--- config.mk ---
export PLATFORM = sky130hd
export DESIGN_NAME = utlb4
export DESIGN_NICKNAME = d
export VERILOG_FILES = /design/src/rtl/utlb4_pkg.sv /design/src/rtl/utlb4_cam.sv /design/src/rtl/utlb4_plru.sv /design/src/rtl/utlb4_ctrl.sv /design/src/rtl/utlb4.sv
export SDC_FILE = /design/constraint.sdc
export NUM_CORES = 1
export LEC_CHECK = 0
export ABC_AREA = 1
export BUFFER_PORTS_ARGS = -buffer_cell sky130_fd_sc_hd__buf_4
export CORE_AREA = 4 4 163 125
export CTS_CLUSTER_SIZE = 8
export DETAILED_ROUTE_END_ITERATION = 10
export DIE_AREA = 0 0 167 129
export PLACE_DENSITY = 0.94
export SYNTH_ARGS = -nofsm -noshare
export SYNTH_HDL_FRONTEND = slang
export SYNTH_SLANG_ARGS = --single-unit
--- constraint.sdc ---
create_clock -name clk -period 4.5 [get_ports clk]
set_input_delay 0.675 -clock clk [delete_from_list [all_inputs] [get_ports clk]]
set_output_delay 0.675 -clock clk [all_outputs]
set_load 0.02 [all_outputs]
--- src/rtl/utlb4_pkg.sv ---
package utlb4_pkg;
  localparam int OFF_W = 12;
  localparam int NENT  = 4;
  localparam int IDX_W = $clog2(NENT);

  typedef enum logic [1:0] {
    ST_IDLE = 2'd0,
    ST_REQ  = 2'd1,
    ST_WAIT = 2'd2
  } fill_st_e;
endpackage

--- src/rtl/utlb4_cam.sv ---
module utlb4_cam
  import utlb4_pkg::*;
#(
  parameter int VPN_W  = 20,
  parameter int ASID_W = 8,
  parameter int PFN_W  = 24,
  parameter int ATTR_W = 3
) (
  input  logic              clk,
  input  logic              rst_n,
  input  logic              flush,
  input  logic              wr_en,
  input  logic [IDX_W-1:0]  wr_idx,
  input  logic [VPN_W-1:0]  wr_vpn,
  input  logic [ASID_W-1:0] wr_asid,
  input  logic [PFN_W-1:0]  wr_pfn,
  input  logic [ATTR_W-1:0] wr_attr,
  input  logic [VPN_W-1:0]  lk_vpn,
  input  logic [ASID_W-1:0] lk_asid,
  output logic              hit,
  output logic [IDX_W-1:0]  hit_idx,
  output logic [PFN_W-1:0]  hit_pfn,
  output logic [ATTR_W-1:0] hit_attr,
  output logic [NENT-1:0]   valid_vec
);
  logic [NENT-1:0]   vld_q, vld_d, match;
  logic [VPN_W-1:0]  vpn_q  [NENT];
  logic [ASID_W-1:0] asid_q [NENT];
  logic [PFN_W-1:0]  pfn_q  [NENT];
  logic [ATTR_W-1:0] attr_q [NENT];

  always_comb begin
    vld_d = vld_q;
    if (flush) begin
      vld_d = '0;
    end else if (wr_en) begin
      vld_d[wr_idx] = 1'b1;
    end
  end

  always_ff @(posedge clk or negedge rst_n) begin
    if (!rst_n) vld_q <= '0;
    else        vld_q <= vld_d;
  end

  for (genvar g = 0; g < NENT; g++) begin : g_ent
    always_ff @(posedge clk) begin
      if (wr_en && (wr_idx == IDX_W'(g))) begin
        vpn_q[g]  <= wr_vpn;
        asid_q[g] <= wr_asid;
        pfn_q[g]  <= wr_pfn;
        attr_q[g] <= wr_attr;
      end
    end
    assign match[g] = vld_q[g] && (vpn_q[g] == lk_vpn) && (asid_q[g] == lk_asid);
  end

  always_comb begin
    hit_idx  = '0;
    hit_pfn  = '0;
    hit_attr = '0;
    for (int i = 0; i < NENT; i++) begin
      if (match[i]) begin
        hit_idx  = IDX_W'(i);
        hit_pfn  = hit_pfn | pfn_q[i];
        hit_attr = hit_attr | attr_q[i];
      end
    end
  end

  assign hit       = |match;
  assign valid_vec = vld_q;
endmodule

--- src/rtl/utlb4_plru.sv ---
module utlb4_plru
  import utlb4_pkg::*;
(
  input  logic             clk,
  input  logic             rst_n,
  input  logic             flush,
  input  logic             upd_en,
  input  logic [IDX_W-1:0] upd_idx,
  input  logic [NENT-1:0]  valid_vec,
  output logic [IDX_W-1:0] victim
);
  // root: 0 -> pair {0,1} is older; pair bit: 0 -> even entry is older
  logic root_q, root_d, pa_q, pa_d, pb_q, pb_d;
  logic [IDX_W-1:0] tree_pick;

  always_comb begin
    root_d = root_q;
    pa_d   = pa_q;
    pb_d   = pb_q;
    if (flush) begin
      root_d = 1'b0;
      pa_d   = 1'b0;
      pb_d   = 1'b0;
    end else if (upd_en) begin
      root_d = ~upd_idx[1];
      if (upd_idx[1]) pb_d = ~upd_idx[0];
      else            pa_d = ~upd_idx[0];
    end
  end

  always_ff @(posedge clk or negedge rst_n) begin
    if (!rst_n) begin
      root_q <= 1'b0;
      pa_q   <= 1'b0;
      pb_q   <= 1'b0;
    end else begin
      root_q <= root_d;
      pa_q   <= pa_d;
      pb_q   <= pb_d;
    end
  end

  assign tree_pick = root_q ? {1'b1, pb_q} : {1'b0, pa_q};

  always_comb begin
    victim = tree_pick;
    for (int i = NENT - 1; i >= 0; i--) begin
      if (!valid_vec[i]) victim = IDX_W'(i);
    end
  end
endmodule

--- src/rtl/utlb4_ctrl.sv ---
module utlb4_ctrl
  import utlb4_pkg::*;
(
  input  logic clk,
  input  logic rst_n,
  input  logic flush,
  input  logic req_valid,
  input  logic cam_hit,
  input  logic req_ready,
  input  logic rsp_valid,
  input  logic rsp_miss,
  output logic busy,
  output logic fill_valid,
  output logic cap_en,
  output logic wr_en,
  output logic fault
);
  fill_st_e st_q, st_d;
  logic drop_q, drop_d;

  always_comb begin
    st_d       = st_q;
    cap_en     = 1'b0;
    wr_en      = 1'b0;
    fault      = 1'b0;
    fill_valid = 1'b0;
    unique case (st_q)
      ST_IDLE: begin
        if (req_valid && !cam_hit) begin
          st_d   = ST_REQ;
          cap_en = 1'b1;
        end
      end
      ST_REQ: begin
        fill_valid = 1'b1;
        if (req_ready) st_d = ST_WAIT;
      end
      ST_WAIT: begin
        if (rsp_valid) begin
          st_d  = ST_IDLE;
          fault = rsp_miss;
          wr_en = !rsp_miss && !drop_q && !flush;
        end
      end
      default: st_d = ST_IDLE;
    endcase
    drop_d = (st_q != ST_IDLE) && (st_d != ST_IDLE) && (drop_q || flush);
  end

  always_ff @(posedge clk or negedge rst_n) begin
    if (!rst_n) begin
      st_q   <= ST_IDLE;
      drop_q <= 1'b0;
    end else begin
      st_q   <= st_d;
      drop_q <= drop_d;
    end
  end

  assign busy = (st_q != ST_IDLE);
endmodule

--- src/rtl/utlb4.sv ---
module utlb4
  import utlb4_pkg::*;
#(
  parameter int VA_W   = 32,
  parameter int PA_W   = 36,
  parameter int ASID_W = 8,
  parameter int ATTR_W = 3
) (
  input  logic                 clk,
  input  logic                 rst_n,
  input  logic                 flush_i,
  input  logic                 req_valid_i,
  input  logic [VA_W-1:0]      req_va_i,
  input  logic [ASID_W-1:0]    req_asid_i,
  output logic                 hit_o,
  output logic [PA_W-1:0]      pa_o,
  output logic [ATTR_W-1:0]    attr_o,
  output logic                 fault_o,
  output logic                 busy_o,
  output logic                 fill_req_valid_o,
  input  logic                 fill_req_ready_i,
  output logic [VA_W-13:0]     fill_req_vpn_o,
  output logic [ASID_W-1:0]    fill_req_asid_o,
  input  logic                 fill_rsp_valid_i,
  input  logic [PA_W-13:0]     fill_rsp_pfn_i,
  input  logic [ATTR_W-1:0]    fill_rsp_attr_i,
  input  logic                 fill_rsp_miss_i
);
  localparam int VPN_W = VA_W - OFF_W;
  localparam int PFN_W = PA_W - OFF_W;

  logic [1:0]        rs_q;
  logic              rst_core_n;
  logic              cam_hit, cap_en, wr_en, upd_en;
  logic [IDX_W-1:0]  hit_idx, victim, upd_idx;
  logic [PFN_W-1:0]  hit_pfn;
  logic [ATTR_W-1:0] hit_attr;
  logic [NENT-1:0]   valid_vec;
  logic [VPN_W-1:0]  cap_vpn_q;
  logic [ASID_W-1:0] cap_asid_q;

  // reset asserts at once, releases after two clock edges
  always_ff @(posedge clk or negedge rst_n) begin
    if (!rst_n) rs_q <= 2'b00;
    else        rs_q <= {rs_q[0], 1'b1};
  end
  assign rst_core_n = rs_q[1];

  always_ff @(posedge clk) begin
    if (cap_en) begin
      cap_vpn_q  <= req_va_i[VA_W-1:OFF_W];
      cap_asid_q <= req_asid_i;
    end
  end

  utlb4_cam #(
    .VPN_W(VPN_W), .ASID_W(ASID_W), .PFN_W(PFN_W), .ATTR_W(ATTR_W)
  ) u_cam (
    .clk      (clk),
    .rst_n    (rst_core_n),
    .flush    (flush_i),
    .wr_en    (wr_en),
    .wr_idx   (victim),
    .wr_vpn   (cap_vpn_q),
    .wr_asid  (cap_asid_q),
    .wr_pfn   (fill_rsp_pfn_i),
    .wr_attr  (fill_rsp_attr_i),
    .lk_vpn   (req_va_i[VA_W-1:OFF_W]),
    .lk_asid  (req_asid_i),
    .hit      (cam_hit),
    .hit_idx  (hit_idx),
    .hit_pfn  (hit_pfn),
    .hit_attr (hit_attr),
    .valid_vec(valid_vec)
  );

  utlb4_ctrl u_ctrl (
    .clk       (clk),
    .rst_n     (rst_core_n),
    .flush     (flush_i),
    .req_valid (req_valid_i),
    .cam_hit   (cam_hit),
    .req_ready (fill_req_ready_i),
    .rsp_valid (fill_rsp_valid_i),
    .rsp_miss  (fill_rsp_miss_i),
    .busy      (busy_o),
    .fill_valid(fill_req_valid_o),
    .cap_en    (cap_en),
    .wr_en     (wr_en),
    .fault     (fault_o)
  );

  assign hit_o   = req_valid_i && !busy_o && cam_hit;
  assign upd_en  = hit_o || wr_en;
  assign upd_idx = wr_en ? victim : hit_idx;

  utlb4_plru u_plru (
    .clk      (clk),
    .rst_n    (rst_core_n),
    .flush    (flush_i),
    .upd_en   (upd_en),
    .upd_idx  (upd_idx),
    .valid_vec(valid_vec),
    .victim   (victim)
  );

  assign pa_o            = hit_o ? {hit_pfn, req_va_i[OFF_W-1:0]} : '0;
  assign attr_o          = hit_o ? hit_attr : '0;
  assign fill_req_vpn_o  = cap_vpn_q;
  assign fill_req_asid_o = cap_asid_q;
endmodule

==> impl_metrics.toml <==
[drt]
drt-pass1-iter-count = 6
viasPerCell = 5.661
wl_um = 32850
vias = 9160
drc = 0
avgRoutedWirePerCell_um = 20.30
drtAntennaViolNets = 0
first_iter_violations = 1048

[timing]
worst_slew_pin_slew_ps = 696.1
min_period_ps = 3654
setup_tns_ps = 0
fin_crit_sh = 0.8120
maxSlewHeadroom = 0.5360
slew_violations = 0
setup_viol = 0
fmax_mhz = 273.7
rsz0062_at_grt = "no"
skew_ps = 25.18
hold_viol_final = 0

[clock_tree]
h-tree-depth = 2
cts_buffers = 38
clockBufferDepth = 3
cts.sink_count = 260
clk_latency_ps = 520
cts_tree = "done"
path_clk_slew_ps = 50
ctsResizeCount = 0
cts_root_buffer = "clkbuf_16"

[global_route]
grt.overflow.total = 0
track_usage = 0.3049
use_met3 = 0.07002
grt_max_degree = 49
grt_pass1_vias = 9013
top_usage_layer = "met2"
grt_use_met1 = 0.4212
use_met2 = 0.4950
antenna_found_initial = 1
grt_pass1_wl_um = 49940

[yosys]
ys_warn_count = 0
synth_seq_cells = 260
synthAdderAreaFrac = 0
yosys.area_share.xor_xnor = 0.007500
synth_mux_area_frac = 0
ys_types = 30
syn_area_um2 = 11680
synth_top_family_by_area = "simple AND/OR/NAND/NOR gates"
ys_seq_area_frac = 0.6635
synth.avg_cell_area_um2 = 9.896
synthSimpleGateAreaFrac = 0.2200
synthesis.nets = 1254
synth_cells = 1180
synth_compound_area_frac = 0.03975

[final_layout]
layout.nets = 1435
final_layout_size_suffix_gt1_frac = 0.1743
nFillCells = 1146
areaGrowthSynthToFinish_pct = 21.47
diodes = 0
finish.instance_area_um2 = 14180

[die]
die_h_um = 129
rows = 43
die_x_um = 167
initial_core_util = 0.6291
io_pins = 145
core_area_um2 = 18560
die-area_um2 = 21540

[critical_path]
critPathCaptureType = "primary output"
crit_chain = "xnor2_1, nand3_1, nor2_1, nand2_1, nor2_4, nor2_1, nand2_2, nand2_4, a31oi_1, buf_4"
crit_slowest_cell = "a31oi_1"
path_max_fanout = 41
critPathLaunchType = "flop"
cp.required_ps = 3830
crit_top_cell = "nor2_1"
crit_type = "reg -> out"
startpoint = "u_cam.vpn_q[0][13]"
cpPeakStageDelay_ps = 410
cp_num_buf_inv = 1
crit_arrival_ps = 2980
cpLargestDelayFamily = "simple AND/OR/NAND/NOR gates"
r2r-start = "u_ctrl.drop_q"

[pwr]
seq_power_share = 0.483
peakVddDrop_mv = 0.3548
p_int_mw = 4.601
netSwitchingPower_mw = 1.430
power.density_nw_per_um2 = 425.1
switching_share = 0.2371
clkPwrFrac = 0.431
p_leak_nw = 6.104
total_power_mw = 6.030
p_comb_frac = 0.086

[place]
gp_congestion = 1.032
placed_cell_area_um2 = 13110
portBuffers = 144
dp_hpwl_um = 21940

[worst_hold_path]
hp-class = "reg -> async"

[flow_run]
maxCapViolCount = 0

[run_status]
status = "complete, no violations"
[registers in the layout (all words and copies together), names as in the netlist]
register and flops:
u_ctrl.drop_q 1, u_cam.asid_q 32, u_plru.root_q 1, rs_q 2, u_cam.pfn_q 96, u_cam.attr_q 12, u_plru.pa_q 1, u_cam.valid_vec 4
u_cam.vpn_q 80, fill_req_vpn_o 20, fill_req_asid_o 8, u_ctrl.st_q 2, u_plru.pb_q 1
[per-layer routing]
| metal | share of wire | vias to the layer above | routed length [µm] |
|---|---|---|---|
| met5 | 0.00040 | - | 13 |
| met4 | 0.029 | 2 | 949 |
| met3 | 0.12 | 95 | 3993 |
| met2 | 0.47 | 669 | 15370 |
| met1 | 0.38 | 4276 | 12530 |
| li1 | - | 4118 | - |
[worst reg2reg max path, delay by kind of cell, from the launching register on]
kind                   cells  cell delay (ps)
and+or+nand+nor            5             1230
buffers and inverters      3              790
DFF                        1              390
[synthesized netlist by cell type]
| cell type | count | area [µm²] |
|---|---|---|
| inv_2 | 18 | 67.56 |
| o211ai_1 | 2 | 15.01 |
| or2_2 | 1 | 6.260 |
| o21a_1 | 2 | 15.01 |
| dfrtp_1 | 12 | 300.3 |
| xnor2_1 | 10 | 87.58 |
| nor2_8 | 1 | 20.02 |
| nand4_1 | 13 | 81.33 |
| nor2_1 | 116 | 435.4 |
| edfxtp_1 | 248 | 7447 |
| buf_2 | 8 | 40.04 |
| inv_1 | 169 | 634.4 |
| a31oi_1 | 17 | 106.4 |
| nand2_4 | 1 | 11.26 |
| o21ai_1 | 1 | 5.000 |
| o21ai_0 | 15 | 75.07 |
| a21oi_1 | 4 | 20.02 |
| a31oi_4 | 10 | 212.7 |
| nor2_2 | 1 | 6.260 |
| nand2_1 | 492 | 1847 |
| nand2_2 | 3 | 18.77 |
| nand3b_1 | 1 | 7.510 |
| buf_6 | 3 | 33.78 |
| nor2_4 | 1 | 11.26 |
| conb_1 | 1 | 3.750 |
| nand3_1 | 18 | 90.09 |
| buf_4 | 4 | 30.03 |
| a21boi_0 | 2 | 15.01 |
| nor3_1 | 3 | 15.01 |
| and2_1 | 3 | 18.77 |
[power groups by stage]
stage / clock network [mW] / logic (mW) / registers, mW
floorplan: 0 / 0.176 / 2.98
global placement: 0 / 0.488 / 2.94
detailed placement: 0 / 0.504 / 2.95
CTS: 2.60 / 0.514 / 2.91
global route: 2.71 / 0.557 / 2.92
finish: 2.60 / 0.521 / 2.91
[worst paths after layout]
| check | endpoint | slack (ps) | cells past startpoint |
|---|---|---|---|
| worst min-delay path | u_ctrl.st_q[0] | 190 | 0 |
| min in group clk | u_cam.pfn_q[3][16] | 360 | 1 |
| worst max register to register | u_cam.asid_q[2][1] | 1720 | 8 |
| worst max-delay path | attr_o[0] | 850 | 10 |
| worst min register to register | u_ctrl.st_q[0] | 190 | 0 |
| max in group asynchronous | rs_q[0] | 3880 | 2 |
[cell usage in the layout, fill, tap and decap left out, drive strengths merged, types with 2 or more instances in the layout]
| master | n |
|---|---|
| clkinv | 2 |
| xnor2 | 10 |
| o211ai | 2 |
| a21boi | 2 |
| buf | 155 |
| nand2 | 496 |
| inv | 187 |
| and2 | 3 |
| nand4 | 13 |
| nor2 | 119 |
| o21ai | 16 |
| edfxtp | 248 |
| nor3 | 3 |
| nand3 | 18 |
| dfrtp | 12 |
| a31oi | 27 |
| a21oi | 4 |
| o21a | 2 |
| clkbuf | 47 |
[final cells by class]
class / instances / area (µm²) / share of cell area
Clock buffer: 47 / 1006 / 0.07092
Multi-Input combinational cell: 718 / 3159 / 0.2227
Inverter: 187 / 701.9 / 0.04948
Timing Repair Buffer: 156 / 1199 / 0.08450
Sequential cell: 260 / 7747 / 0.5462
Clock inverter: 3 / 62.56 / 0.004410
Tap cell: 247 / 309.0 / 0.02179
[metrics by stage]
stage | util | hold slack [ps] | std cells | setup WS [ps]
2_1_floorplan | - | 120.9 | 1180 | 280.5
3_3_place_gp | 0.7061 | 170.5 | 1567 | 1161
3_5_place_dp | 0.7061 | 173.7 | 1567 | 1080
4_1_cts | 0.7642 | 194.9 | 1618 | 933.1
5_1_grt | 0.7642 | 223.8 | 1618 | 665.1
6_report | 0.7642 | 189.8 | 1618 | 845.8
[logic make-up (layout without fill, tap and decap cells)]
group / Yosys count / count (layout)
AND/OR/NAND/NOR: 654 / 654
flip-flops: 260 / 260
buffers and inverters: 202 / 393
AO/OA/AOI/OAI: 53 / 53
XOR/XNOR: 10 / 10
other: 1 / 1
[what timing repair did]
| item | in CTS | in global routing |
|---|---|---|
| endpoints found under the hold margin | 2 | 0 |
| setup buffers | 0 | 0 |
| hold buffers | 1 | 0 |
(Power assumes the default switching activity.)
